--- src/rtl/pwm_ramp_pkg.sv ---
package pwm_ramp_pkg;

  typedef struct packed {
    logic load;     // take the target directly
    logic clear;    // force duty to zero
    logic up;       // one count up
    logic down;     // one count down
    logic pwmTick;  // advance the PWM counter
  } rampCtl_t;

  function automatic int unsigned stepMs(input logic [2:0] code);
    case (code)
      3'd0:    stepMs = 206;
      3'd1:    stepMs = 104;
      3'd2:    stepMs = 69;
      3'd3:    stepMs = 41;
      3'd4:    stepMs = 26;
      3'd5:    stepMs = 18;
      3'd6:    stepMs = 11;
      default: stepMs = 5;
    endcase
  endfunction

endpackage

--- src/rtl/pwm_ramp_ctrl.sv ---
module pwm_ramp_ctrl
  import pwm_ramp_pkg::*;
#(
  parameter int CYC_PER_MS = 1000,
  parameter int DIV_W      = 16
) (
  input  logic             clk,
  input  logic             rst,
  input  logic [7:0]       targetDuty,
  input  logic [2:0]       rateSel,
  input  logic             softOffEn,
  input  logic [DIV_W-1:0] pwmDiv,
  input  logic [7:0]       rampDuty,
  output rampCtl_t         ctl
);

  localparam int MAX_CYC = 206 * CYC_PER_MS;
  localparam int CNT_W   = $clog2(MAX_CYC + 1);

  logic [CNT_W-1:0] stepCnt;
  logic [CNT_W-1:0] stepLimit;
  logic [2:0]       prevRate;
  logic [7:0]       prevTarget;
  logic [DIV_W-1:0] divCnt;
  logic             rateChg;
  logic             stepHit;

  assign stepLimit = CNT_W'(stepMs(rateSel) * CYC_PER_MS - 1);
  assign rateChg   = (rateSel != prevRate);
  assign stepHit   = !rateChg && (stepCnt == stepLimit);

  always_comb begin
    ctl         = '0;
    ctl.pwmTick = (divCnt >= pwmDiv);
    ctl.clear   = (targetDuty == 8'd0) && !softOffEn;
    ctl.load    = !ctl.clear && (prevTarget == 8'd0) && (targetDuty != 8'd0);
    ctl.up      = !ctl.clear && !ctl.load && stepHit && (rampDuty < targetDuty);
    ctl.down    = !ctl.clear && !ctl.load && stepHit && (rampDuty > targetDuty);
  end

  always_ff @(posedge clk) begin
    if (rst) begin
      stepCnt    <= '0;
      prevRate   <= '0;
      prevTarget <= '0;
      divCnt     <= '0;
    end else begin
      prevRate   <= rateSel;
      prevTarget <= targetDuty;
      stepCnt    <= (rateChg || stepHit) ? '0 : stepCnt + 1'b1;
      divCnt     <= ctl.pwmTick ? '0 : divCnt + 1'b1;
    end
  end

  AST_HARD_OFF: assert property (@(posedge clk) disable iff (rst)
    (targetDuty == 8'd0 && !softOffEn) |=> (rampDuty == 8'd0));

  AST_WAKE_LOAD: assert property (@(posedge clk) disable iff (rst)
    (prevTarget == 8'd0 && targetDuty != 8'd0) |=> (rampDuty == $past(targetDuty)));

  AST_STEP_GAP: assert property (@(posedge clk) disable iff (rst)
    (ctl.up || ctl.down) |=> !(ctl.up || ctl.down));

  AST_STROBE_ONEHOT: assert property (@(posedge clk) disable iff (rst)
    $onehot0({ctl.load, ctl.clear, ctl.up, ctl.down}));

endmodule

--- src/rtl/pwm_ramp_dp.sv ---
module pwm_ramp_dp
  import pwm_ramp_pkg::*;
(
  input  logic       clk,
  input  logic       rst,
  input  logic [7:0] targetDuty,
  input  rampCtl_t   ctl,
  output logic [7:0] rampDuty,
  output logic       pwmPin
);

  localparam logic [7:0] PWM_LAST = 8'd254;

  logic [7:0] pwmCnt;
  logic [7:0] latchedDuty;
  logic       boundary;

  assign boundary = ctl.pwmTick && (pwmCnt == PWM_LAST);
  assign pwmPin   = (pwmCnt < latchedDuty);

  always_ff @(posedge clk) begin
    if (rst) begin
      rampDuty    <= '0;
      pwmCnt      <= '0;
      latchedDuty <= '0;
    end else begin
      if (ctl.clear)     rampDuty <= '0;
      else if (ctl.load) rampDuty <= targetDuty;
      else if (ctl.up)   rampDuty <= rampDuty + 8'd1;
      else if (ctl.down) rampDuty <= rampDuty - 8'd1;

      if (ctl.pwmTick) pwmCnt <= boundary ? 8'd0 : pwmCnt + 8'd1;
      if (boundary)    latchedDuty <= rampDuty;
    end
  end

  AST_UNIT_STEP: assert property (@(posedge clk) disable iff (rst)
    !(ctl.load || ctl.clear) |=>
      (rampDuty == $past(rampDuty) || rampDuty == $past(rampDuty) + 8'd1 ||
       rampDuty == $past(rampDuty) - 8'd1));

  AST_NO_OVERSHOOT_UP: assert property (@(posedge clk) disable iff (rst)
    ctl.up |=> (rampDuty <= $past(targetDuty)));

  AST_NO_OVERSHOOT_DN: assert property (@(posedge clk) disable iff (rst)
    ctl.down |=> (rampDuty >= $past(targetDuty)));

  AST_LATCH_HOLD: assert property (@(posedge clk) disable iff (rst)
    !boundary |=> $stable(latchedDuty));

  AST_PIN_FULL: assert property (@(posedge clk) disable iff (rst)
    (latchedDuty == 8'd255) |-> pwmPin);

  AST_PIN_ZERO: assert property (@(posedge clk) disable iff (rst)
    (latchedDuty == 8'd0) |-> !pwmPin);

endmodule

--- src/rtl/pwm_ramp_limiter.sv ---
module pwm_ramp_limiter
  import pwm_ramp_pkg::*;
#(
  parameter int CYC_PER_MS = 1000,
  parameter int DIV_W      = 16
) (
  input  logic             clk,
  input  logic             rst,
  input  logic [7:0]       targetDuty,
  input  logic [2:0]       rateSel,
  input  logic             softOffEn,
  input  logic [DIV_W-1:0] pwmDiv,
  output logic [7:0]       curDuty,
  output logic             pwmPin
);

  rampCtl_t ctl;

  pwm_ramp_ctrl #(
    .CYC_PER_MS(CYC_PER_MS),
    .DIV_W     (DIV_W)
  ) ctrl_i (
    .clk       (clk),
    .rst       (rst),
    .targetDuty(targetDuty),
    .rateSel   (rateSel),
    .softOffEn (softOffEn),
    .pwmDiv    (pwmDiv),
    .rampDuty  (curDuty),
    .ctl       (ctl)
  );

  pwm_ramp_dp dp_i (
    .clk       (clk),
    .rst       (rst),
    .targetDuty(targetDuty),
    .ctl       (ctl),
    .rampDuty  (curDuty),
    .pwmPin    (pwmPin)
  );

  AST_RESET_LOW: assert property (@(posedge clk) rst |=> (curDuty == 8'd0 && !pwmPin));

endmodule

--- config.mk ---
export PLATFORM = sky130hd
export DESIGN_NAME = pwm_ramp_limiter
export DESIGN_NICKNAME = d
export VERILOG_FILES = /design/src/rtl/pwm_ramp_pkg.sv /design/src/rtl/pwm_ramp_ctrl.sv /design/src/rtl/pwm_ramp_dp.sv /design/src/rtl/pwm_ramp_limiter.sv
export SDC_FILE = /design/constraint.sdc
export NUM_CORES = 1
export LEC_CHECK = 0
export ABC_AREA = 1
export ABC_CLOCK_PERIOD_IN_PS = 7700
export CORE_MARGIN = 2
export CORE_UTILIZATION = 40
export DETAILED_ROUTE_END_ITERATION = 16
export PLACE_DENSITY = 0.63
export SYNTH_ARGS = -nofsm -noshare
export SYNTH_HDL_FRONTEND = slang
export SYNTH_SLANG_ARGS = --single-unit
--- constraint.sdc ---
create_clock -name clk -period 7.7 [get_ports clk]
set_input_delay 1.54 -clock clk [delete_from_list [all_inputs] [get_ports clk]]
set_output_delay 1.54 -clock clk [all_outputs]
set_load 0.02 [all_outputs]
---- Word level (Yosys, flattened, before mapping) ----
Cells that the tools add are included.
Widths: inputs -> output; s select.
word-level totals
  logic and storage cells ................. 54
  input bits .............................. 30
  output and inout bits ................... 9
  register bits after elaboration ......... 69
cells by class
  reduce and logical (&&, ||, !) cells .... 22
  $add $sub $neg .......................... 6
  order comparisons ....................... 4
  $mul .................................... 1
  muxes and demuxes ....................... 5
  equality and inequality tests ........... 9
operators with widths
  operator               count
  $pmux 8 s7             1
  $mux 8                 4
  $add 18x1->18 const B  1
  $eq 18x18->1           1
  $sub 18x1->18 const B  1
  $add 16x1->16 const B  1
  $add 8x1->8 const B    2
  $ge 16x16->1           1
  $logic_not 8->1        2
  $lt 8x8->1             2
  $mul 8x7->15 const B   1
  $eq 3x3->1 const B     3
  $logic_and 1x1->1      9
  $eq 8x8->1 const B     1
  $gt 8x8->1             1
  $reduce_bool 8->1      1
  $sub 8x1->8 const B    1
  $eq 3x2->1 const B     2
  $reduce_or 2->1        3
  $logic_not 1->1        4
  $eq 3x1->1 const B     1
  $logic_not 3->1        1
  $ne 3x3->1             1
  $reduce_bool 3->1      1
  $logic_or 1x1->1       1

---- Logic depth before layout (Yosys ltp) ----
Gate-level depths: netlist (run 1).
  depth in word-level cells ............... 12
  depth in mapped cells ................... 42
  gate-level depth less buffers ........... 41

---- Hierarchy ----
Synthesis (run 1) repeated with hierarchy kept, for this count alone.
unflattened totals
  cells, all modules ...................... 816
  area, all modules ....................... 5796.8 um^2
by module, submodules not included
  module         cells an instance  area each (um^2)  sequential area each (um^2)  times used
  pwm_ramp_ctrl  607                4267.8            900.9                        1
  pwm_ramp_dp    209                1529.0            480.5                        1

---- Least setup slack after synthesis (run 1) ----
Ideal clock, no wire load.
  kind .................................... input-to-reg
  start ................................... input rateSel[0]
  end ..................................... register dp_i.rampDuty[7]
  library setup time ...................... 70 ps
  required time ........................... 7630 ps
  slack ................................... 29 ps
  path buffers ............................ 1
  stages .................................. 39
  data arrival time ....................... 7601 ps
  path through ............................ buf_6 nand2_4 inv_1 nor2_1 inv_1 fa_1 fa_1 inv_1 fa_1 fa_1 ha_1 nand2_1 a21oi_2 nand2_1 nand2_2 xor2_2 inv_1 nand3_2 (+3 left out) nor2_1 nand2_1 nor2_1 nand4_1 ha_1 a21oi_1 nand2_1 a21oi_1 nor2_1 nor2_1 inv_1 a21oi_1 o21bai_1 xor2_1 inv_1 nand2_1 nand3_1 a21oi_1
on the way
  cells in the longest elaborated chain, start to end .. 10
  elaborated cells between the ends (all ways) .. 20
  those cells by class .................... add/sub (1); mul (1); eq/ne (8); mux (3); reduce/logical (7)
RTL lines
  item                                      line                                      source
  start: declaration                        pwm_ramp_limiter.sv:10                    input logic [2:0] rateSel,
  $eq 3x3->1, or another cell as far along  pwm_ramp_pkg.sv:12                        case (code)
  $pmux 8 s7                                pwm_ramp_pkg.sv:12
  $mul 8x7->15                              pwm_ramp_ctrl.sv:28                       assign stepLimit = CNT_W'(stepMs(rateSel) * CYC_PER_MS - 1);
  $sub 18x1->18                             pwm_ramp_ctrl.sv:28
  $eq 18x18->1                              pwm_ramp_ctrl.sv:30                       assign stepHit = !rateChg && (stepCnt == stepLimit);
  $logic_and 1x1->1 (*)                     pwm_ramp_ctrl.sv:30
  $logic_and 1x1->1 (*)                     pwm_ramp_ctrl.sv:37, pwm_ramp_ctrl.sv:38
  $logic_and 1x1->1                         pwm_ramp_ctrl.sv:37                       ctl.up = !ctl.clear && !ctl.load && stepHit && (rampDuty < targetDuty);
  $mux 8                                    pwm_ramp_dp.sv:29                         else if (ctl.up) rampDuty <= rampDuty + 8'd1;
  $mux 8                                    pwm_ramp_dp.sv:28                         else if (ctl.load) rampDuty <= targetDuty;
  end signal: assignment                    pwm_ramp_dp.sv:28
  end signal: assignment                    pwm_ramp_dp.sv:29
  end signal: assignment                    pwm_ramp_dp.sv:30                         else if (ctl.down) rampDuty <= rampDuty - 8'd1;
  end: declaration                          pwm_ramp_dp.sv:8                          output logic [7:0] rampDuty,
Mark *: on every way between the ends. The rest lies on a longest branch, timed or not.
A chain may end at the register's enable or synchronous reset.

---- Final worst setup path (run 1) ----
  start ................................... input rateSel[1]
  end ..................................... register dp_i.rampDuty[7]
The elaborated chain is that of the path after synthesis.

==> impl_metrics.yaml, run 1 <==
run_status:
  status: "finished clean"
sta:
  finalSetupViolCount: 0
  max_slew.worst_pin.slew_ns: 0.636
  layout_worst_path_cycle_share_pct: 94.8
  maxSlewHeadroom_pct: 57.5
  clock_skew_ns: 0.00597
  setup_slack_ns: 0.398
  finalHoldViolCount: 0
  max_freq_mhz: 137
  min_period_ns: 7.30
  drv_slew: 0
setup_path:
  worst-endpoint-required_ns: 7.97
  setup.worst_path.end_class: "flip-flop"
  crit_slowest_cell: "sky130_fd_sc_hd__fa_1"
  crit_path_arrival_time_ns: 7.57
  critPathMaxStageDelay_ns: 0.43
  crit_path_max_fanout: 5
  worstSetupPathType: "input pin to flip-flop"
  worstPathBufferInverterCount: 14
  setup.worst_path.start_class: "input pin"
  timing.critical_path.max_delay_family: "adder cells"
drt:
  drt_pre_antenna_iters: 4
  detail_route.wl_per_cell_um: 11.9
  antenna_left: 0
  drt_first_iter_violations: 231
  drt-vias-per-instance: 4.72
  num_vias: 5222
  route.final.wire_length_um: 13200
  drc_errors: 0
clock_tree:
  deepest_level_of_the_cts_h_tree: 3
  clk_root_buffer_cell: "sky130_fd_sc_hd__clkbuf_16"
  tritoncts: "done"
  cts.clk_slew.worst_paths_ns: 0.05
  clock_sink_count: 69
  clock_latency_ns: 0.34
  cts_buffers: 9
  cts.path.max_buffers: 2
floorplan:
  dieArea_sq_um: 15800
  row_count: 44
  floorplan.die.width_um: 126
  initial_core_util_pct: 40.8
  die_y_um: 126
  design.portCount: 39
  floorplan.core_area_sq_um: 14500
layout:
  area_delta_synth_final_pct: 22.5
  layout.cells.most_common: "sky130_fd_sc_hd__inv_1"
  final_cell_count_no_fill: 1106
  drive_gt1_share_pct: 14.8
  final_core_utilization_pct: 50.0
  insertedDiodeCount: 0
  final_net_count: 1040
  mostFrequentLayoutCells: "sky130_fd_sc_hd__inv_1 (152), sky130_fd_sc_hd__nand2_1 (148), sky130_fd_sc_hd__nor2_1 (86), sky130_fd_sc_hd__ha_1 (76), sky130_fd_sc_hd__dfxtp_1 (69)"
  layout.cell_area.non_filler_sq_um: 7270
global_routing:
  global_route_overflow: 0
  grt_start_max_net_pins: 19
  grt_antenna_before_repair: 0
  via_count_of_the_first_global_routing_pass: 4918
  first_pass_grt_wire_length_um: 22600
  gr-usage-all-layers_pct: 17.3
power:
  power.density_cell_area_nw_per_um2: 191
  power_frac_comb_pct: 38.4
  power_report.internal_total_uw: 929
  leakage_uw: 0.00358
  share_clk_of_total_power_pct: 34.9
  pwr-share-seq_pct: 26.7
  net_switching_power_figure_uw: 459
  netSwitchingFraction_pct: 33.1
  peakVddDrop_v: 0.000106
yosys:
  synthTopCellsByArea: "sky130_fd_sc_hd__dfxtp_1 (23%), sky130_fd_sc_hd__ha_1 (17%), sky130_fd_sc_hd__inv_1 (9.8%)"
  synth-seq-cells: 69
  netlist-cell-type-count: 45
  synthXorXnorAreaFrac_pct: 4.93
  post_syn_nets: 952
  synth_fa_ha_area_share_pct: 21.4
  ys_async_sr_fraction_pct: 0
  synthMuxAreaShare_pct: 0
  syn-instance-count: 829
  syn_avg_cell_area_sq_um: 7.16
  synth_enable_flop_cells: 0
  synth_top_family_by_area: "simple AND/OR/NAND/NOR gates"
  sequential_fraction_of_the_synthesis_area_pct: 23.3
  synth.top_cell.area_share_pct: 23.3
  synthesis.yosys.warnings: 0
  synth-main-ff-cell: "sky130_fd_sc_hd__dfxtp_1"
  syn-cell-area_sq_um: 5930
  synth_largest_area_cell: "sky130_fd_sc_hd__dfxtp_1"
  area_fraction_in_compound_gates_after_synthesis_pct: 9.68
  synthesized_area_fraction_occupied_by_and_or_nand_nor_cells_pct: 29.6
worst_hold_path:
  min_path_type: "flip-flop to flip-flop"
place:
  detailedPlacementHpwl_um: 10400
  number_of_instances_in_the_placed_design: 1086
  place_congestion: 0.864
  place_area_sq_um: 6820
  dpl_worst_slack_ns: -0.294
  port_buffers: 38
flow_run:
  number_of_max_cap_violations: 0
==> area by class of cell <==
type | instances | area [sq um]
clock buffer | 11 | 243
fill | 1423 | 7260
sequential | 69 | 1380
tap | 184 | 230
inverter | 157 | 594
timing repair buffer | 88 | 756
multi-input combinational | 592 | 3960
clock inverter | 5 | 108
==> sequential cells by signal, summed over array words and instances, names as in the netlist <==
name and cells:
ctrl_i.divCnt 16, dp_i.rampDuty 8, dp_i.pwmCnt 8, ctrl_i.prevTarget 8, dp_i.latchedDuty 8, ctrl_i.prevRate 3
ctrl_i.stepCnt 18
==> per-layer routing <==
| layer | global-route usage [%] | routed length [um] | vias to the layer above |
|---|---|---|---|
| li1 | - | - | 2828 |
| met1 | 23.4 | 6710 | 2297 |
| met2 | 27.9 | 5680 | 78 |
| met3 | 3.65 | 514 | 19 |
| met4 | 5.11 | 264 | 0 |
| met5 | 0 | 0 | - |
==> path summary, 6_finish.rpt <==
path	start	to	slack, ns	cells past startpoint
setup / recovery	rateSel[1]	dp_i.rampDuty[7]	0.40	42
hold / removal	dp_i.latchedDuty[0]	dp_i.latchedDuty[0]	0.44	2
setup reg to reg	ctrl_i.stepCnt[0]	dp_i.rampDuty[7]	3.93	28
hold reg to reg	dp_i.latchedDuty[0]	dp_i.latchedDuty[0]	0.44	2
==> repair_timing <==
action / 4_1_cts / 5_1_grt
endpoints found under the hold margin: 0 / 0
buffers inserted: 0 / 4
hold buffers: 0 / 0
gates resized for setup: 0 / 19
setup endpoints to repair: 0 / 6
==> cells by family (layout without fill, tap and decap cells) <==
kind of cell,after synthesis,after routing
compound gates,94,94
simple gates,374,374
buf+inv,168,261
flops,69,69
fa+ha+maj,93,93
xor+xnor,31,31
==> cells in the mapped netlist, types with 2 or more instances <==
master	count
sky130_fd_sc_hd__nor2_1	89
sky130_fd_sc_hd__buf_6	3
sky130_fd_sc_hd__nand2_1	150
sky130_fd_sc_hd__dfxtp_1	69
sky130_fd_sc_hd__nand3b_1	5
sky130_fd_sc_hd__nand2_4	2
sky130_fd_sc_hd__nand2_2	23
sky130_fd_sc_hd__o21ai_0	18
sky130_fd_sc_hd__nor3_1	14
sky130_fd_sc_hd__xnor2_1	11
sky130_fd_sc_hd__o211ai_1	2
sky130_fd_sc_hd__clkbuf_1	6
sky130_fd_sc_hd__a31oi_1	2
sky130_fd_sc_hd__nand3_2	11
sky130_fd_sc_hd__a21o_1	2
sky130_fd_sc_hd__nand3_1	51
sky130_fd_sc_hd__a21oi_2	5
sky130_fd_sc_hd__a21oi_1	46
sky130_fd_sc_hd__nor2_4	2
sky130_fd_sc_hd__nand4_1	11
sky130_fd_sc_hd__o211ai_2	5
sky130_fd_sc_hd__xor2_1	18
sky130_fd_sc_hd__nor3b_1	9
sky130_fd_sc_hd__a211oi_1	3
sky130_fd_sc_hd__nor4_1	3
sky130_fd_sc_hd__fa_1	14
sky130_fd_sc_hd__o21bai_1	5
sky130_fd_sc_hd__inv_1	155
sky130_fd_sc_hd__ha_1	79
==> power groups by stage <==
| stage | combinational [uW] | sequential (uW) | clock, uW |
|---|---|---|---|
| global placement | 504 | 378 | 0 |
| finish | 532 | 370 | 485 |
| floorplan | 350 | 378 | 0 |
| CTS | 513 | 370 | 498 |
| detailed placement | 507 | 378 | 0 |
| global route | 610 | 371 | 515 |
==> worst min-delay path: stages, from the launching register on <==
cell                      delay, ns
sky130_fd_sc_hd__dfxtp_1       0.31
sky130_fd_sc_hd__inv_1         0.05
sky130_fd_sc_hd__a21oi_1       0.05
==> through the flow <==
stage | total power, uW | TNS (ns) | hold slack (ns)
6_report | 1390 | 0 | 0.445
5_1_grt | 1500 | -0.0925 | 0.470
4_1_cts | 1380 | 0 | 0.449
3_5_place_dp | 885 | -0.646 | 0.437
3_3_place_gp | 882 | -0.282 | 0.435
2_1_floorplan | 728 | 0 | 0.420
No activity file was read; power rests on OpenSTA's default activity.
==> inputs of run 2 (changes only) <==
==> constraint.sdc (replaced) <==
create_clock -name clk -period 7.7 [get_ports clk]
set_input_delay 1.155 -clock clk [delete_from_list [all_inputs] [get_ports clk]]
set_output_delay 1.155 -clock clk [all_outputs]
set_load 0.02 [all_outputs]
==> run 2 against run 1 <==
  * Routed wire length is 2.3% lower
  * Die area stayed put
  * Sequential share of layout area is 0.84 points higher
  * Cell count is 2.8% lower
  * Hold slack better by 0.0068 ns
  * Via count is 2.6% lower
  * Total power is 10% lower
  * Critical path type unchanged
  * Register-to-register slack better by 0.07 ns
  * Clock skew is 0.0013 ns higher
  * First-iteration DRC count is 3.5% higher
==> impl_metrics.yaml, run 2 (synthesis gave the netlist of run 1 again) <==
clock_tree:
  cts.clk_slew.worst_paths_ns: 0.06
  tritoncts: "done"
  cts.path.max_buffers: 2
  deepest_level_of_the_cts_h_tree: 3
  clock_latency_ns: 0.34
  cts_buffers: 9
  clk_root_buffer_cell: "sky130_fd_sc_hd__clkbuf_16"
  clock_sink_count: 69
run_status:
  status: "finished clean"
setup_path:
  timing.critical_path.max_delay_family: "adder cells"
  setup.worst_path.start_class: "input pin"
  worstPathBufferInverterCount: 8
  worst-r2r-cell-count: 27
  critical_path_depth: 39
  worstSetupPathType: "input pin to flip-flop"
  setup.worst_path.end_class: "flip-flop"
  crit_top_cell: "sky130_fd_sc_hd__nand2_1"
  worst-endpoint-required_ns: 7.97
  crit_slowest_cell: "sky130_fd_sc_hd__fa_1"
  critPathMaxStageDelay_ns: 0.55
  end_of_the_critical_path: "dp_i.rampDuty[7]"
  timing.rr.start: "ctrl_i.stepCnt[0]"
  regToRegEndpoint: "dp_i.rampDuty[7]"
  ff2ff_setup_slack_ns: 4.00
  startpoint: "rateSel[1]"
  crit_path_max_fanout: 7
  crit_path_arrival_time_ns: 7.27
global_routing:
  global_route_overflow: 0
  grt_start_max_net_pins: 19
  first_pass_grt_wire_length_um: 22300
  gr-usage-all-layers_pct: 17.1
  grt_antenna_before_repair: 0
  via_count_of_the_first_global_routing_pass: 4806
floorplan:
  dieArea_sq_um: 15800
  die_y_um: 126
  row_count: 44
  floorplan.core_area_sq_um: 14500
  floorplan.die.width_um: 126
  initial_core_util_pct: 40.8
  design.portCount: 39
layout:
  final.fill_count: 1479
  layout.cells.most_common: "sky130_fd_sc_hd__inv_1"
  mostFrequentLayoutCells: "sky130_fd_sc_hd__inv_1 (155), sky130_fd_sc_hd__nand2_1 (150), sky130_fd_sc_hd__nor2_1 (87), sky130_fd_sc_hd__ha_1 (77), sky130_fd_sc_hd__dfxtp_1 (69)"
  insertedDiodeCount: 0
  area_delta_synth_final_pct: 17.3
  multi_input_comb_area_sq_um: 3920
  ff_latch_area_sq_um: 1380
  largest_reg_flops: 18
  top_regs: "ctrl_i.stepCnt (18), ctrl_i.divCnt (16)"
  drive_gt1_share_pct: 10.8
  final_net_count: 1010
  max_flop_register: "ctrl_i.stepCnt"
power:
  pwr-share-seq_pct: 29.8
  peakVddDrop_v: 0.0000908
  netSwitchingFraction_pct: 35.6
  leakage_uw: 0.00342
  power.density_cell_area_nw_per_um2: 179
  power_report.internal_total_uw: 800
  total_power_uw: 1240
  net_switching_power_figure_uw: 443
  share_clk_of_total_power_pct: 32.8
  power_frac_comb_pct: 37.4
drt:
  drt-vias-per-instance: 4.73
  detail_route.wl_per_cell_um: 12.0
  route.final.wire_length_um: 12900
  antenna_left: 0
  drt_first_iter_violations: 239
  num_vias: 5088
  drc_errors: 0
  drt_pre_antenna_iters: 4
sta:
  rsz0062_at_grt: "false"
  finalHoldViolCount: 0
  layout_worst_path_cycle_share_pct: 90.9
  finalSetupViolCount: 0
  min_period_ns: 7.00
  max_slew.worst_pin.slew_ns: 0.597
  clock_skew_ns: 0.00729
  totalNegativeSetupSlack_ns: 0
  maxSlewHeadroom_pct: 60.1
  setup_slack_ns: 0.699
  drv_slew: 0
  max_freq_mhz: 143
place:
  detailedPlacementHpwl_um: 10400
  port_buffers: 38
  dpl_worst_slack_ns: 0.00429
  place_congestion: 0.846
worst_hold_path:
  whs_path_depth: 2
  min_path_type: "flip-flop to flip-flop"
flow_run:
  number_of_max_cap_violations: 0
run 2: worst min path at each step:
| stage | from | end | slack (ns) |
|---|---|---|---|
| global placement | dp_i.latchedDuty[0] | dp_i.latchedDuty[0] | 0.44 |
| floorplan | dp_i.latchedDuty[0] | dp_i.latchedDuty[0] | 0.42 |
| detailed placement | dp_i.latchedDuty[0] | dp_i.latchedDuty[0] | 0.45 |
| finish | dp_i.latchedDuty[0] | dp_i.latchedDuty[0] | 0.45 |
| CTS | dp_i.latchedDuty[0] | dp_i.latchedDuty[0] | 0.46 |
| global route | ctrl_i.stepCnt[9] | ctrl_i.stepCnt[9] | 0.49 |
run 2: per-layer routing:
| metal | up-vias | global-route usage, % | wire, um |
|---|---|---|---|
| li1 | 2771 | - | - |
| met1 | 2222 | 24.5 | 6700 |
| met2 | 83 | 26.4 | 5520 |
| met3 | 12 | 3.44 | 505 |
| met4 | 0 | 4.40 | 144 |
| met5 | - | 0 | 0 |
run 2: area by class of cell:
type / instances / share of cell area (%)
clock inverters: 6 / 0.935
multi-input cells: 592 / 56.3
flip-flops and latches: 69 / 19.8
repair buffers: 58 / 7.78
inverters: 157 / 8.57
clock buffers: 9 / 3.24
well taps: 184 / 3.31
run 2: repair_timing:
action | in CTS | in global routing
gates resized for setup | 0 | 11
setup endpoints to repair | 0 | 3
setup buffers | 0 | 1
hold buffers | 0 | 0
run 2: power groups by stage:
stage	registers, uW	clock network [uW]	logic (uW)
floorplan	378	0	350
detailed placement	378	0	461
CTS	370	421	464
global route	371	435	542
global placement	378	0	457
finish	370	408	464
run 2: through the flow:
step           cell area, sq um  std cells  utilization, %  hold slack, ns
2_1_floorplan              5930        829               -           0.420
3_3_place_gp               6620       1059            45.5           0.439
3_5_place_dp               6620       1059            45.5           0.446
4_1_cts                    6910       1074            47.5           0.456
5_1_grt                    6960       1075            47.9           0.490
6_report                   6960       1075            47.9           0.451
run 2: worst reg2reg max path, delay by kind of cell (launching register included):
family	cells	cell delay, ns
AOI/OAI and AO/OA	4	0.50
xor gates and xnor gates	1	0.17
adders and majority gates	2	0.52
buffers and inverters	4	0.44
DFF	1	0.37
and+or+nand+nor	16	1.66
